--- src/rtl/evd_pkg.sv ---
`timescale 1ns/1ps
package evd_pkg;
  localparam int FRAME_W = 32;
  localparam int DELAY_W = 22;
  localparam int WIDTH_W = 16;

  typedef enum logic [1:0] {
    START_LOAD  = 2'd0,
    START_PREV  = 2'd1,
    START_EXT   = 2'd2,
    START_EVENT = 2'd3
  } start_src_t;

  typedef enum logic [1:0] {
    CLK_MAIN     = 2'd0,
    CLK_PREV     = 2'd1,
    CLK_EXT      = 2'd2,
    CLK_MAIN_ALT = 2'd3
  } clk_src_t;

  typedef enum logic [1:0] {
    MODE_ONCE     = 2'd0,
    MODE_MULTI    = 2'd1,
    MODE_BURST    = 2'd2,
    MODE_ONCE_ALT = 2'd3
  } mode_t;

  typedef enum logic [1:0] {
    ST_IDLE  = 2'd0,
    ST_ARMED = 2'd1,
    ST_COUNT = 2'd2
  } state_t;
endpackage

--- src/rtl/evd_frame_match.sv ---
`timescale 1ns/1ps
module evd_frame_match #(
  parameter int FW = 32
) (
  input  logic          clk,
  input  logic          rst_n,
  input  logic          valid,
  input  logic [FW-1:0] data,
  input  logic [FW-1:0] trig_value,
  input  logic [FW-1:0] trig_mask,
  input  logic [FW-1:0] enable_code,
  input  logic [FW-1:0] disable_code,
  output logic          trig_hit,
  output logic          enabled
);
  logic [FW-1:0] diff;

  assign diff     = (data ^ trig_value) & trig_mask;
  assign trig_hit = valid && (diff == '0);

  // Off-code wins if both codes are programmed equal.
  always_ff @(posedge clk or negedge rst_n) begin
    if (!rst_n)
      enabled <= 1'b1;
    else if (valid && data == disable_code)
      enabled <= 1'b0;
    else if (valid && data == enable_code)
      enabled <= 1'b1;
  end
endmodule

--- src/rtl/evd_edge_select.sv ---
`timescale 1ns/1ps
module evd_edge_select
  import evd_pkg::*;
#(
  parameter int NSRC = 3
) (
  input  logic       clk,
  input  logic       rst_n,
  input  logic       prev_out,
  input  logic       ext_start,
  input  logic       ext_clk,
  input  clk_src_t   clk_src,
  input  start_src_t start_src,
  output logic       tick,
  output logic       start_edge,
  output logic       start_level
);
  localparam int I_PREV = 0;
  localparam int I_XST  = 1;
  localparam int I_XCK  = 2;

  logic [NSRC-1:0] raw;
  logic [NSRC-1:0] rise;

  assign raw = {ext_clk, ext_start, prev_out};

  for (genvar i = 0; i < NSRC; i++) begin : g_edge
    logic q;
    always_ff @(posedge clk or negedge rst_n) begin
      if (!rst_n) q <= 1'b0;
      else        q <= raw[i];
    end
    assign rise[i] = raw[i] & ~q;
  end

  always_comb begin
    case (clk_src)
      CLK_PREV: tick = rise[I_PREV];
      CLK_EXT:  tick = rise[I_XCK];
      default:  tick = 1'b1;
    endcase
    case (start_src)
      START_PREV: start_edge = rise[I_PREV];
      START_EXT:  start_edge = rise[I_XST];
      default:    start_edge = 1'b0;
    endcase
    start_level = (start_src == START_PREV) ? raw[I_PREV] : raw[I_XST];
  end
endmodule

--- src/rtl/evd_counter.sv ---
`timescale 1ns/1ps
module evd_counter
  import evd_pkg::*;
#(
  parameter int DW = 22
) (
  input  logic          clk,
  input  logic          rst_n,
  input  logic [DW-1:0] cfg_delay,
  input  start_src_t    start_src,
  input  mode_t         mode,
  input  logic          trig_hit,
  input  logic          pulse_busy,
  input  logic          enabled,
  input  logic          tick,
  input  logic          start_edge,
  input  logic          start_level,
  input  logic          stop,
  output logic          fire,
  output state_t        state,
  output logic [DW-1:0] count
);
  localparam logic [DW-1:0] ONE = DW'(1);

  logic [DW-1:0] dly_eff;
  logic          counted;
  logic          start_go;
  logic          reload;

  assign dly_eff  = (cfg_delay == '0) ? ONE : cfg_delay;
  assign counted  = tick && enabled;
  assign fire     = (state == ST_COUNT) && counted && (count == ONE) && !stop;
  assign start_go = (start_src == START_EVENT) ? trig_hit : start_edge;

  always_comb begin
    case (mode)
      MODE_MULTI: reload = 1'b1;
      MODE_BURST: reload = start_level;
      default:    reload = 1'b0;
    endcase
  end

  always_ff @(posedge clk or negedge rst_n) begin
    if (!rst_n) begin
      state <= ST_IDLE;
      count <= '0;
    end else begin
      case (state)
        ST_IDLE: begin
          if (trig_hit && !pulse_busy) begin
            count <= dly_eff;
            state <= (start_src == START_LOAD) ? ST_COUNT : ST_ARMED;
          end
        end
        ST_ARMED: begin
          if (stop)          state <= ST_IDLE;
          else if (start_go) state <= ST_COUNT;
        end
        ST_COUNT: begin
          if (stop) begin
            state <= ST_IDLE;
          end else if (counted) begin
            if (count == ONE) begin
              if (reload) count <= dly_eff;
              else        state <= ST_IDLE;
            end else begin
              count <= count - ONE;
            end
          end
        end
        default: state <= ST_IDLE;
      endcase
    end
  end
endmodule

--- src/rtl/evd_pulse.sv ---
`timescale 1ns/1ps
module evd_pulse #(
  parameter int WW = 16
) (
  input  logic          clk,
  input  logic          rst_n,
  input  logic          fire,
  input  logic [WW-1:0] cfg_width,
  input  logic          cfg_invert,
  input  logic          cfg_irq_en,
  output logic          pulse_out,
  output logic          irq,
  output logic          busy,
  output logic [WW-1:0] remain
);
  logic [WW-1:0] wid_eff;

  assign wid_eff   = (cfg_width == '0) ? WW'(1) : cfg_width;
  assign busy      = (remain != '0);
  assign pulse_out = busy ^ cfg_invert;

  always_ff @(posedge clk or negedge rst_n) begin
    if (!rst_n) begin
      remain <= '0;
      irq    <= 1'b0;
    end else begin
      irq <= fire && cfg_irq_en;
      if (fire)      remain <= wid_eff;
      else if (busy) remain <= remain - WW'(1);
    end
  end
endmodule

--- src/rtl/evd_delay_channel.sv ---
`timescale 1ns/1ps
module evd_delay_channel
  import evd_pkg::*;
#(
  parameter int FRAME_BITS = FRAME_W,
  parameter int DELAY_BITS = DELAY_W,
  parameter int WIDTH_BITS = WIDTH_W
) (
  input  logic                  clk,
  input  logic                  rst_n,
  input  logic                  frame_valid,
  output logic                  frame_ready,
  input  logic [FRAME_BITS-1:0] frame_data,
  input  logic [FRAME_BITS-1:0] cfg_trig_value,
  input  logic [FRAME_BITS-1:0] cfg_trig_mask,
  input  logic [FRAME_BITS-1:0] cfg_enable_code,
  input  logic [FRAME_BITS-1:0] cfg_disable_code,
  input  logic [1:0]            cfg_start_src,
  input  logic [1:0]            cfg_clk_src,
  input  logic [1:0]            cfg_mode,
  input  logic [DELAY_BITS-1:0] cfg_delay,
  input  logic [WIDTH_BITS-1:0] cfg_width,
  input  logic                  cfg_invert,
  input  logic                  cfg_irq_en,
  input  logic                  prev_out,
  input  logic                  ext_start,
  input  logic                  ext_clk,
  input  logic                  stop,
  output logic                  pulse_out,
  output logic                  irq
);
  logic                  trig_hit;
  logic                  enabled;
  logic                  tick;
  logic                  start_edge;
  logic                  start_level;
  logic                  fire;
  logic                  pulse_busy;
  state_t                state;
  logic [DELAY_BITS-1:0] count;
  logic [WIDTH_BITS-1:0] remain;

  assign frame_ready = 1'b1;

  evd_frame_match #(.FW(FRAME_BITS)) u_match (
    .clk          (clk),
    .rst_n        (rst_n),
    .valid        (frame_valid),
    .data         (frame_data),
    .trig_value   (cfg_trig_value),
    .trig_mask    (cfg_trig_mask),
    .enable_code  (cfg_enable_code),
    .disable_code (cfg_disable_code),
    .trig_hit     (trig_hit),
    .enabled      (enabled)
  );

  evd_edge_select #(.NSRC(3)) u_edges (
    .clk         (clk),
    .rst_n       (rst_n),
    .prev_out    (prev_out),
    .ext_start   (ext_start),
    .ext_clk     (ext_clk),
    .clk_src     (clk_src_t'(cfg_clk_src)),
    .start_src   (start_src_t'(cfg_start_src)),
    .tick        (tick),
    .start_edge  (start_edge),
    .start_level (start_level)
  );

  evd_counter #(.DW(DELAY_BITS)) u_count (
    .clk         (clk),
    .rst_n       (rst_n),
    .cfg_delay   (cfg_delay),
    .start_src   (start_src_t'(cfg_start_src)),
    .mode        (mode_t'(cfg_mode)),
    .trig_hit    (trig_hit),
    .pulse_busy  (pulse_busy),
    .enabled     (enabled),
    .tick        (tick),
    .start_edge  (start_edge),
    .start_level (start_level),
    .stop        (stop),
    .fire        (fire),
    .state       (state),
    .count       (count)
  );

  evd_pulse #(.WW(WIDTH_BITS)) u_pulse (
    .clk        (clk),
    .rst_n      (rst_n),
    .fire       (fire),
    .cfg_width  (cfg_width),
    .cfg_invert (cfg_invert),
    .cfg_irq_en (cfg_irq_en),
    .pulse_out  (pulse_out),
    .irq        (irq),
    .busy       (pulse_busy),
    .remain     (remain)
  );
endmodule

--- config.mk ---
export PLATFORM = sky130hd
export DESIGN_NAME = evd_delay_channel
export DESIGN_NICKNAME = d
export VERILOG_FILES = /design/src/rtl/evd_pkg.sv /design/src/rtl/evd_frame_match.sv /design/src/rtl/evd_edge_select.sv /design/src/rtl/evd_counter.sv /design/src/rtl/evd_pulse.sv /design/src/rtl/evd_delay_channel.sv
export SDC_FILE = /design/constraint.sdc
export NUM_CORES = 1
export LEC_CHECK = 0
export ABC_AREA = 1
export BUFFER_PORTS_ARGS = -buffer_cell sky130_fd_sc_hd__buf_2
export CORE_MARGIN = 5
export CORE_UTILIZATION = 39
export DETAILED_ROUTE_END_ITERATION = 8
export GPL_TIMING_DRIVEN = 1
export PLACE_DENSITY = 0.7
export SLEW_MARGIN = 10
export SYNTH_ARGS = -nofsm -noshare
export SYNTH_HDL_FRONTEND = slang
export SYNTH_SLANG_ARGS = --single-unit
--- constraint.sdc ---
create_clock -name clk -period 1.85 [get_ports clk]
set_input_delay 0.0925 -clock clk [delete_from_list [all_inputs] [get_ports clk]]
set_output_delay 0.0925 -clock clk [all_outputs]
set_load 0.005 [all_outputs]
# Word-level counts from Yosys, hierarchy flattened
# Cells that the tools add are included.
word_totals:
  output_inout_bits: 3
  ff_bits: 45
classes:
  mux: 26
  n_eq_ne: 20
  n_reduce_logical: 22
  n_addsub: 2
  bitwise: 9
op_table:
  columns: ["op", "n"]
  rows:
  - ["$mux 22", 6]
  - ["$eq 32x32->1", 2]
  - ["$mux 16", 3]
  - ["$pmux 22 s2", 1]
  - ["$and 32x32->32", 1]
  - ["$logic_not 32->1", 1]
  - ["$xor 32x32->32", 1]
  - ["$eq 22x1->1 const B", 1]
  - ["$logic_not 22->1", 1]
  - ["$sub 22x1->22 const B", 1]
  - ["$logic_not 16->1", 1]
  - ["$mux 2", 8]
  - ["$reduce_bool 16->1", 1]
  - ["$sub 16x1->16 const B", 1]
  - ["$eq 2x2->1 const B", 5]
  - ["$reduce_and 5->1", 2]
  - ["$logic_and 1x1->1", 9]
  - ["$ne 3x2->1 const B", 3]
  - ["$eq 2x1->1 const B", 4]
  - ["$ne 3x3->1 const B", 2]
  - ["$pmux 1 s2", 3]
  - ["$pmux 2 s3", 1]
  - ["$reduce_bool 2->1", 3]
  - ["$logic_not 2->1", 2]
  - ["7 further kinds", 16]

# Depth between registers and ports, before layout
# Gate-level depths: netlist of run 1.
logic_depth:
  ltp_word: 8
  ltp_mapped: 14
  ltp_nobuf: 13

# Hierarchy
# A second synthesis of run 1 with hierarchy kept.
hier_totals:
  hier_cells: 903
  hier_area_um2: 5117.4
by_module_without_submodules:
  columns: ["module", "area_each_um2", "instances", "seq_area_each_um2", "cells_each"]
  rows:
  - ["evd_counter", 2069.5, 1, 600.6, 330]
  - ["evd_frame_match", 1590.3, 1, 26.3, 346]
  - ["evd_pulse", 1247.4, 1, 425.4, 201]
  - ["evd_edge_select", 198.9, 1, 75.1, 24]
  - ["evd_delay_channel", 11.3, 1, 0.0, 2]

# Least setup slack after synthesis of run 1
# OpenSTA, ideal clock, no wires.
synth_path:
  path_type: "register to register"
  start: "register u_count.count[1]"
  end: "register u_count.count[17]"
  stages_incl_launch_ff: 13
  path_slack_ns: 0.127
  required_ns: 1.734
  period_less_slack_ns: 1.723
  path_buffers: 1
  t_arrival_ns: 1.606
  path_cell_list: "dfrtp_1 inv_1 ha_1 inv_1 nor3_1 nand3_2 nor3_2 a21oi_1 nand2_4 inv_8 buf_12 nand2_1 nand2_1"
synth_between:
  elab_chain_len: 5
  elab_cells_between_ends: 8
  cone_classes: "add/sub: 1; eq/ne: 2; mux: 4; reduce/logical: 1"
synth_lines:
  columns: ["item", "line", "source"]
  rows:
  - ["from (decl)", "evd_counter.sv:21", "output logic [DW-1:0] count"]
  - ["from (signal assigned)", "evd_counter.sv:51", "count <= dly_eff;"]
  - ["from (signal assigned)", "evd_counter.sv:64", "if (reload) count <= dly_eff;"]
  - ["from (signal assigned)", "evd_counter.sv:67", "count <= count - ONE;"]
  - ["$sub 22x1->22 or $eq 22x1->1 (tied branches)", "evd_counter.sv:67, evd_counter.sv:63", null]
  - ["$mux 22", "evd_counter.sv:63", "if (count == ONE) begin"]
  - ["$mux 22", "evd_counter.sv:62", "end else if (counted) begin"]
  - ["$mux 22", "evd_counter.sv:60", "if (stop) begin"]
  - ["$pmux 22 s2", "evd_counter.sv:48", "case (state)"]
# Parallel ways exist; a longest one is shown, timed or not. The select of a mux whose other input is x is not followed.
# A chain may end at the register's enable or synchronous reset.

# Final worst setup path of run 1
layout_path:
  start: "register u_count.count[1]"
  end: "register u_pulse.remain[11]"
layout_between:
  elab_chain_len: 4
  elab_cells_between_ends: 5
  cone_classes: "eq/ne: 1; mux: 1; reduce/logical: 3"
layout_lines:
  columns: ["item", "line", "source"]
  rows:
  - ["$eq 22x1->1 (*)", "evd_counter.sv:32", "assign fire = (state == ST_COUNT) && counted && (count == ONE) && !stop;"]
  - ["$logic_and 1x1->1 (*) (2 in series)", "evd_counter.sv:32", null]
  - ["$mux 16 or $reduce_bool 2->1 (tied branches)", null, null]
  - ["to (signal assigned)", "evd_pulse.sv:28", "if (fire) remain <= wid_eff;"]
  - ["to (signal assigned)", "evd_pulse.sv:29", "else if (busy) remain <= remain - WW'(1);"]
  - ["to (decl)", "evd_pulse.sv:14", "output logic [WW-1:0] remain"]
# Mark *: on every way between the ends. The rest lies on a longest branch, timed or not.

==> results.md, run 1 <==
| Quantity | Reported |
| --- | --- |
| Status | complete, but fails checks |
| Violations in the final reports | negative setup slack |
| Drc violations | 0 |
| TritonCTS clock tree | built |
| Clock network latency to the later pin of the worst-skew pair | 290 ps |
| Post-synthesis net count | 1033 |
| Multi-input gate area | 3501 um^2 |
| Most used flip-flop cell after synthesis | sky130_fd_sc_hd__dfrtp_1 |
| Area share of the leading cell type in the synthesized netlist | 22.29% |
| Area growth from synthesis to layout | 44.73% |
| Number of CTS-inserted buffers | 5 |
| Filler-free cell count of the finished design | 1263 |
| GRT Total Usage | 23.51% |
| Final instance area | 7149 um^2 |
| Syn avg cell area | 6.114 um^2 |
| Iteration-0 DRC Markers | 434 |
| Max-capacitance violation count | 0 |
| Largest area contributor in the synthesized netlist | sky130_fd_sc_hd__dfrtp_1 |
| Register area | 1131 um^2 |
| Critical Path Sink Type | flop |
| Y dimension of the die | 122.5 um |
| IO Port Bufs | 214 |
| Global-route wire length before repair | 27.88 mm |
| Final number of hold-violating endpoints | 0 |
| Worst Path Required | 2030 ps |
| Fmax achieved | 532.6 MHz |
| Final critical path time including I/O delays and setup | 1877 ps |
| Via count | 6232 |
| Post-detailed-placement cell area | 6549 um^2 |
| Yosys Warn Count | 0 |
| Initial core utilization | 39.46% |
| Total number of clock tree sinks | 45 |
| Fill cells | 1262 |
| Placement Rows | 41 |
| Pin slew with the least headroom to its limit | 623.8 ps |
| Seq/Total Area, Yosys | 22.82% |
| Arrival time at the worst endpoint | 2060 ps |
| DIE AREA | 15020 um^2 |
| Per-cell via count in the routed design | 4.934 |
| Leading post-synthesis cells by cell area | sky130_fd_sc_hd__dfrtp_1 22%, sky130_fd_sc_hd__nand2_1 18%, sky130_fd_sc_hd__inv_1 9.4% |
| Class of the tightest hold or removal check | in -> reg |
| Unrepaired setup endpoints after global routing | true |
| Layout Nets | 1314 |
| Cell at the root of the clock tree | sky130_fd_sc_hd__clkbuf_16 |
| Setup Viol. Count Final | 3 |
| Overflow left after global routing | 0 |
| WL per Instance | 14.68 um |
| Number of enable flip-flop cells after synthesis | 0 |
| Yosys cell types | 48 |
| Maximum resistive drop on vdd | 0.0004967 V |
| Half-perimeter wire length after detailed placement | 15.29 mm |
| Crit path kind | reg -> reg |
| Maximum number of pins on one net before global-route repair | 46 |
| Max Clock Skew | 7.545 ps |
| Fraction of layout instances using a drive strength above 1 | 35.60% |
| Post-Syn Instances | 808 |
| Worst Setup Slack, final | -27.49 ps |
| Clock-pin slew on the worst setup and hold paths | 70 ps |
| Leak Pwr | 3.836 nW |
| Number of global-route vias before repair | 5907 |
| Post-synth design cell area | 4940 um^2 |
| Slew margin rel. | 58.41% |
| FFs w/ async S/R, synth | 100.0% |
| Die Width | 122.5 um |
| I/O pin count | 216 |
| Number of synthesized register bits | 45 |
| Last weighted congestion value of the routability-driven placer | 0.9402 |
| Share of the clock period used by the worst path | 101.5% |
| Number of antenna violations at the first check in global routing | 1 |
| Power Density | 891.1 nW/um^2 |
| Remaining number of nets flagged by the antenna check after routing | 0 |
| Final max-slew violation count | 0 |
| Kind of launch point of the worst setup path | flop |
| Maximum fanout along the worst path | 4 |
| Placeable core area | 12520 um^2 |
| Cell total after placement | 1237 |
| First-pass DRT Iterations | 7 |
| Count of H-tree levels built during CTS | 2 |
| Longest Clk Path Bufs | 2 |
| Total wire length after detailed routing | 18.54 mm |
==> cells in the mapped netlist (5+ instances only) <==
master,instances
sky130_fd_sc_hd__nand2_1,242
sky130_fd_sc_hd__inv_1,124
sky130_fd_sc_hd__nor2_1,82
sky130_fd_sc_hd__nand3_1,53
sky130_fd_sc_hd__dfrtp_1,44
sky130_fd_sc_hd__xor2_1,37
sky130_fd_sc_hd__o21ai_0,35
sky130_fd_sc_hd__nand4_1,21
sky130_fd_sc_hd__nor3_1,20
sky130_fd_sc_hd__a21oi_1,14
sky130_fd_sc_hd__nand2_2,14
sky130_fd_sc_hd__o22ai_1,14
sky130_fd_sc_hd__xnor2_1,13
sky130_fd_sc_hd__ha_1,12
sky130_fd_sc_hd__nor4_1,10
sky130_fd_sc_hd__or2_2,8
sky130_fd_sc_hd__a211oi_1,5
sky130_fd_sc_hd__o21ai_1,5
==> power by group <==
part           leakage (nW)  internal [W]  switching [W]
combinational          3.20       0.00161        0.00217
clock                0.0831      0.000675       0.000405
sequential            0.552       0.00125       0.000259
total                  3.84       0.00354        0.00283
==> state kept, by name (all words and copies together) (netlist names) <==
| signal | flops |
|---|---|
| u_edges.g_edge.q | 3 |
| u_match.enabled | 1 |
| u_pulse.remain | 16 |
| u_count.count | 22 |
| u_count.state | 2 |
| u_pulse.irq | 1 |
==> per-layer routing <==
layer	GRT usage (%)	wire [um]	up-vias
li1	-	-	3150
met1	28.90	7309	2775
met2	40.88	9202	262
met3	4.009	1319	45
met4	9.237	703	0
met5	0	0	-
==> placed cells by master (no fill, tap or decap), types with 5 or more instances in the layout <==
master,count
sky130_fd_sc_hd__nand4_1,21
sky130_fd_sc_hd__buf_4,58
sky130_fd_sc_hd__a211oi_1,5
sky130_fd_sc_hd__inv_1,115
sky130_fd_sc_hd__buf_2,214
sky130_fd_sc_hd__a21oi_1,10
sky130_fd_sc_hd__nand3_2,6
sky130_fd_sc_hd__nand2_2,22
sky130_fd_sc_hd__nor2_4,8
sky130_fd_sc_hd__xor2_1,37
sky130_fd_sc_hd__or2_2,8
sky130_fd_sc_hd__nand2_1,233
sky130_fd_sc_hd__nor3_2,6
sky130_fd_sc_hd__nor4_1,8
sky130_fd_sc_hd__buf_6,5
sky130_fd_sc_hd__nand3_1,48
sky130_fd_sc_hd__nor2_1,66
sky130_fd_sc_hd__o21ai_0,26
sky130_fd_sc_hd__xnor2_1,13
sky130_fd_sc_hd__clkbuf_16,5
sky130_fd_sc_hd__dfrtp_1,41
sky130_fd_sc_hd__ha_1,9
sky130_fd_sc_hd__o21ai_1,11
sky130_fd_sc_hd__nor3_1,15
sky130_fd_sc_hd__nor2_2,15
sky130_fd_sc_hd__o22ai_1,14
sky130_fd_sc_hd__inv_2,7
==> final cells by class <==
type                    instances  area share (%)
multi-input cells             627           48.97
repair buffers                282           22.70
flip-flops and latches         45           15.82
inverters                     127           6.895
well taps                     172           3.010
clock buffers                   6           1.943
clock inverters                 2          0.5250
repair inverters                1          0.1050
diodes                          1         0.03500
==> worst max-delay path: stages, from the launching register on <==
cell                      delay (ps)
sky130_fd_sc_hd__dfrtp_1         390
sky130_fd_sc_hd__inv_2            90
sky130_fd_sc_hd__ha_4            140
sky130_fd_sc_hd__inv_4            50
sky130_fd_sc_hd__nor3_2          160
sky130_fd_sc_hd__nand3_1         130
sky130_fd_sc_hd__nor3_2          250
sky130_fd_sc_hd__nand3_2         190
sky130_fd_sc_hd__buf_6           170
sky130_fd_sc_hd__nand2_1          50
sky130_fd_sc_hd__nand2_1          40
sky130_fd_sc_hd__o21ai_1          60
sky130_fd_sc_hd__inv_1            50
==> path summary, 6_finish.rpt <==
kind / to / slack [ps] / depth (start not counted) / from
max in group asynchronous: u_count.count[7]$_DFFE_PN0P_ / 970 / 3 / rst_n
worst max register to register: u_pulse.remain[11]$_DFFE_PN0P_ / -30 / 12 / u_count.count[1]$_DFFE_PN0P_
min in group asynchronous: u_edges.g_edge[1].q$_DFF_PN0_ / 430 / 3 / rst_n
worst min register to register: u_pulse.remain[0]$_DFFE_PN0P_ / 510 / 2 / u_pulse.remain[0]$_DFFE_PN0P_
worst max-delay path: u_pulse.remain[11]$_DFFE_PN0P_ / -30 / 12 / u_count.count[1]$_DFFE_PN0P_
worst min-delay path: u_pulse.irq$_DFF_PN0_ / 6 / 3 / cfg_irq_en
==> timing repair <==
| action | in CTS | in global routing |
|---|---|---|
| gates cloned | 0 | 1 |
| endpoints found under the setup margin | 9 | 40 |
| buffers inserted | 1 | 11 |
| hold buffers | 4 | 0 |
| gates resized for setup | 3 | 87 |
| endpoints found under the hold margin | 47 | 0 |
| pin swaps | 1 | 21 |
==> cell families after synthesis <==
kind of cell,Yosys count,synth area share (%)
flops,45,22.82
other cells,1,0.07591
buf+inv,136,11.42
simple gates,478,43.77
compound gates,85,9.803
fa+ha+maj,12,3.039
mux,1,0.2026
xor+xnor,50,8.865
==> per-stage QoR <==
step | TNS, ps | hold WS [ps] | worst slack, ps | utilization, % | power, W
finish | -44.28 | 5.921 | -27.49 | 57.12 | 0.006371
global route | -1549 | 15.49 | -149.8 | 57.12 | 0.006833
CTS | 0 | 9.667 | 0.1066 | 54.20 | 0.005723
detailed placement | -17.21 | 221.9 | -17.21 | 52.32 | 0.004609
global placement | 0 | 217.5 | 57.47 | 52.32 | 0.004566
floorplan | 0 | -203.1 | 127.5 | - | 0.003422
No activity file was read; power rests on OpenSTA's default activity.
==> inputs of run 2 (changes only) <==
- CELL_PAD_IN_SITES_DETAIL_PLACEMENT: not set -> 1
- CELL_PAD_IN_SITES_GLOBAL_PLACEMENT: not set -> 1
- CORE_UTILIZATION: 39 -> 29
- PLACE_DENSITY: 0.7 -> not set
- PLACE_DENSITY_LB_ADDON: not set -> 0.1
==> results.md, run 2 (synthesis results as in run 1) <==
| Quantity | Reported | Delta |
| --- | --- | --- |
| Via count | 6322 | +1.4% |
| Global-route wire length before repair | 32.87 mm | +18% |
| Final critical path time including I/O delays and setup | 1907 ps | +29.73 ps |
| Placeable core area | 16640 um^2 | +33% |
| Worst hold slack | 45.21 ps | +39.29 ps |
| Fmax achieved | 524.3 MHz | -1.6% |
| Area growth from synthesis to layout | 53.93% |  |
| Overflow left after global routing | 0 | unchanged |
| Register with the most flip-flops | u_count.count |  |
| Part of the power in registers | 21.1% | -2.7 points |
| Share of the clock period used by the worst path | 103.1% | +1.6 points |
| Class of the tightest hold or removal check | in -> reg |  |
| Setup Viol. Count Final | 5 | +2 |
| Cells along the critical path | or2_4 > nor2_4 > nand2_2 > nor2_4 > nand4_1 > nand2_2 > nand2_8 > buf_4 > nand2_1 > o21ai_0 |  |
| Remaining number of nets flagged by the antenna check after routing | 0 | unchanged |
| Most frequent cells in the layout | 214 x sky130_fd_sc_hd__buf_2, 199 x sky130_fd_sc_hd__nand2_1, 115 x sky130_fd_sc_hd__inv_1, 76 x sky130_fd_sc_hd__buf_4, 61 x sky130_fd_sc_hd__nor2_1 |  |
| Half-perimeter wire length after detailed placement | 18.31 mm | +20% |
| Max stage delay cell, worst path | sky130_fd_sc_hd__dfrtp_1 |  |
| Final number of hold-violating endpoints | 0 | unchanged |
| Max-capacitance violation count | 0 | unchanged |
| Unrepaired setup endpoints after global routing | true |  |
| Drc violations | 0 | unchanged |
| Fill cells | 2229 | +77% |
| Multi-input gate area | 3650 um^2 | +4.3% |
| Critical Path Sink Type | flop |  |
| Violations in the final reports | negative setup slack |  |
| First-pass DRT Iterations | 6 | -1 |
| Total number of clock tree sinks | 45 | unchanged |
| Die Width | 140.5 um | +15% |
| Number of global-route vias before repair | 6392 | +8.2% |
| Switch Pwr | 0.003232 W | +14% |
| Count of H-tree levels built during CTS | 2 | unchanged |
| Number of antenna violations at the first check in global routing | 1 | unchanged |
| Total chip power | 0.007011 W | +10% |
| Clock-pin slew on the worst setup and hold paths | 70 ps | about the same |
| Launch instance of the worst register-to-register path | u_pulse.remain[7]$_DFFE_PN0P_ |  |
| Longest Clk Path Bufs | 2 | unchanged |
| Worst Path Required | 2020 ps | about the same |
| Worst slack after detailed placement | -87.09 ps | -69.88 ps |
| Number of CTS-inserted buffers | 5 | unchanged |
| Layout Nets | 1340 | +2.0% |
| Worst setup path start | u_pulse.remain[7]$_DFFE_PN0P_ |  |
| Max Clock Skew | 8.356 ps | +0.8112 ps |
| Maximum resistive drop on vdd | 0.0004086 V | -18% |
| Register area | 1130 um^2 | -0.11% |
| Kind of launch point of the worst setup path | flop |  |
| Max FFs per register | 22 | unchanged |
| Clock network latency to the later pin of the worst-skew pair | 300 ps | about the same |
| Y dimension of the die | 140.5 um | +15% |
| DIE AREA | 19740 um^2 | +31% |
| Cell at the root of the clock tree | sky130_fd_sc_hd__clkbuf_16 |  |
| Worst Setup Slack, final | -57.22 ps | -29.73 ps |
| Final max-slew violation count | 0 | unchanged |
| Total wire length after detailed routing | 22.30 mm | +20% |
| Fraction of power consumed by combinational cells | 65.2% | +5.9 points |
| Iteration-0 DRC Markers | 271 | -38% |
| Fraction of layout instances using a drive strength above 1 | 40.41% | +4.8 points |
| Leak Pwr | 4.014 nW | +4.6% |
| Internal power summed over all cells | 0.003779 W | +6.8% |
| Clk pwr share | 13.7% | -3.3 points |
| Status | complete, but fails checks |  |
| Hold wc startpoint | cfg_width[4] |  |
| Initial core utilization | 29.68% | -9.8 points |
| Leading cell type in the layout, fill and taps excluded | sky130_fd_sc_hd__buf_2 |  |
| Maximum number of pins on one net before global-route repair | 20 | -57% |
| WL per Instance | 16.68 um | +14% |
| IO Port Bufs | 214 | unchanged |
| Per-cell via count in the routed design | 4.728 | -4.2% |
| TritonCTS clock tree | built |  |
| GRT Total Usage | 20.87% | -2.6 points |
| Power Density | 922.0 nW/um^2 | +3.5% |
| Registers with the most flip-flops | u_count.count: 22 flops, u_pulse.remain: 16 flops, u_edges.g_edge.q: 3 flops |  |
| Arrival time at the worst endpoint | 2070 ps | about the same |
| Crit path kind | reg -> reg |  |
| Fraction of power spent switching nets | 46.09% | +1.7 points |
| Maximum fanout along the worst path | 8 | +4 |
| Last weighted congestion value of the routability-driven placer | 0.8535 | -9.2% |
| I/O pin count | 216 | unchanged |
| Total negative slack for setup checks | -84.12 ps | -39.83 ps |
| Max stage delay on crit path | 420 ps | +30 ps |
| Placement Rows | 47 | +15% |
-- run 2: cell count changes in the layout (fill, tap and decap cells not counted), moves of 3 or more --
cell,delta
sky130_fd_sc_hd__buf_8,+3
sky130_fd_sc_hd__nand2_1,-34
sky130_fd_sc_hd__nand2_4,+5
sky130_fd_sc_hd__a21oi_1,+3
sky130_fd_sc_hd__a21oi_2,-3
sky130_fd_sc_hd__nand2_2,+29
sky130_fd_sc_hd__nor2_2,+4
sky130_fd_sc_hd__nor2_1,-5
sky130_fd_sc_hd__buf_4,+18
-- run 2: power by group through the flow --
stage          Clock, W  Sequential [W]  Combinational, W
4_1_cts        0.000987         0.00144           0.00358
3_5_place_dp          0         0.00145           0.00348
2_1_floorplan         0         0.00149           0.00193
6_report       0.000960         0.00148           0.00457
5_1_grt         0.00103         0.00152           0.00501
3_3_place_gp          0         0.00144           0.00344
-- run 2: path summary, 6_finish.rpt --
check / slack [ps] / to / cells past startpoint
max reg2reg: -60 / u_count.count[20]$_DFFE_PN0P_ / 10
max: -60 / u_count.count[20]$_DFFE_PN0P_ / 10
min: 50 / u_pulse.remain[4]$_DFFE_PN0P_ / 3
min in group asynchronous: 280 / u_count.count[6]$_DFFE_PN0P_ / 2
min reg2reg: 560 / u_pulse.remain[0]$_DFFE_PN0P_ / 2
max in group asynchronous: 940 / u_match.enabled$_DFFE_PN1P_ / 3
-- run 2: repair_timing --
item / 4_1_cts / 5_1_grt
gates resized for setup: 19 / 126
hold buffers: 4 / 1
endpoints found under the hold margin: 18 / 1
buffers inserted: 0 / 14
gates cloned: 0 / 5
pin swaps: 9 / 31
endpoints found under the setup margin: 36 / 40
-- run 2: metrics by stage --
stage / cells / instance area, um^2 / util, %
detailed placement: 1305 / 6759 / 40.61
finish: 1337 / 7604 / 45.69
CTS: 1317 / 7007 / 42.10
global placement: 1305 / 6759 / 40.61
global route: 1337 / 7604 / 45.69
floorplan: 808 / 4940 / -
-- run 2: routing by layer --
metal / GRT usage (%) / part of all wire (%) / up-vias / routed length [um]
li1: - / - / 3193 / -
met1: 27.95 / 45 / 3000 / 9984
met2: 36.77 / 51 / 116 / 11380
met3: 2.590 / 3.3 / 13 / 733
met4: 2.907 / 0.87 / 0 / 195
met5: 0 / 0 / - / 0
-- run 2: area by class of cell --
type | count | share of cell area [%]
multi-input cells | 627 | 48.00
repair buffers | 306 | 24.62
flip-flops and latches | 45 | 14.86
inverters | 127 | 6.582
well taps | 220 | 3.620
clock buffers | 6 | 1.827
repair inverters | 3 | 0.2797
clock inverters | 2 | 0.1810
diodes | 1 | 0.03291
-- run 2: critical path: cells and delay by family (launching register included) --
family | cells | cell delay (ps)
compound gates | 1 | 100
simple gates | 8 | 1080
buf+inv | 1 | 170
flops | 1 | 420
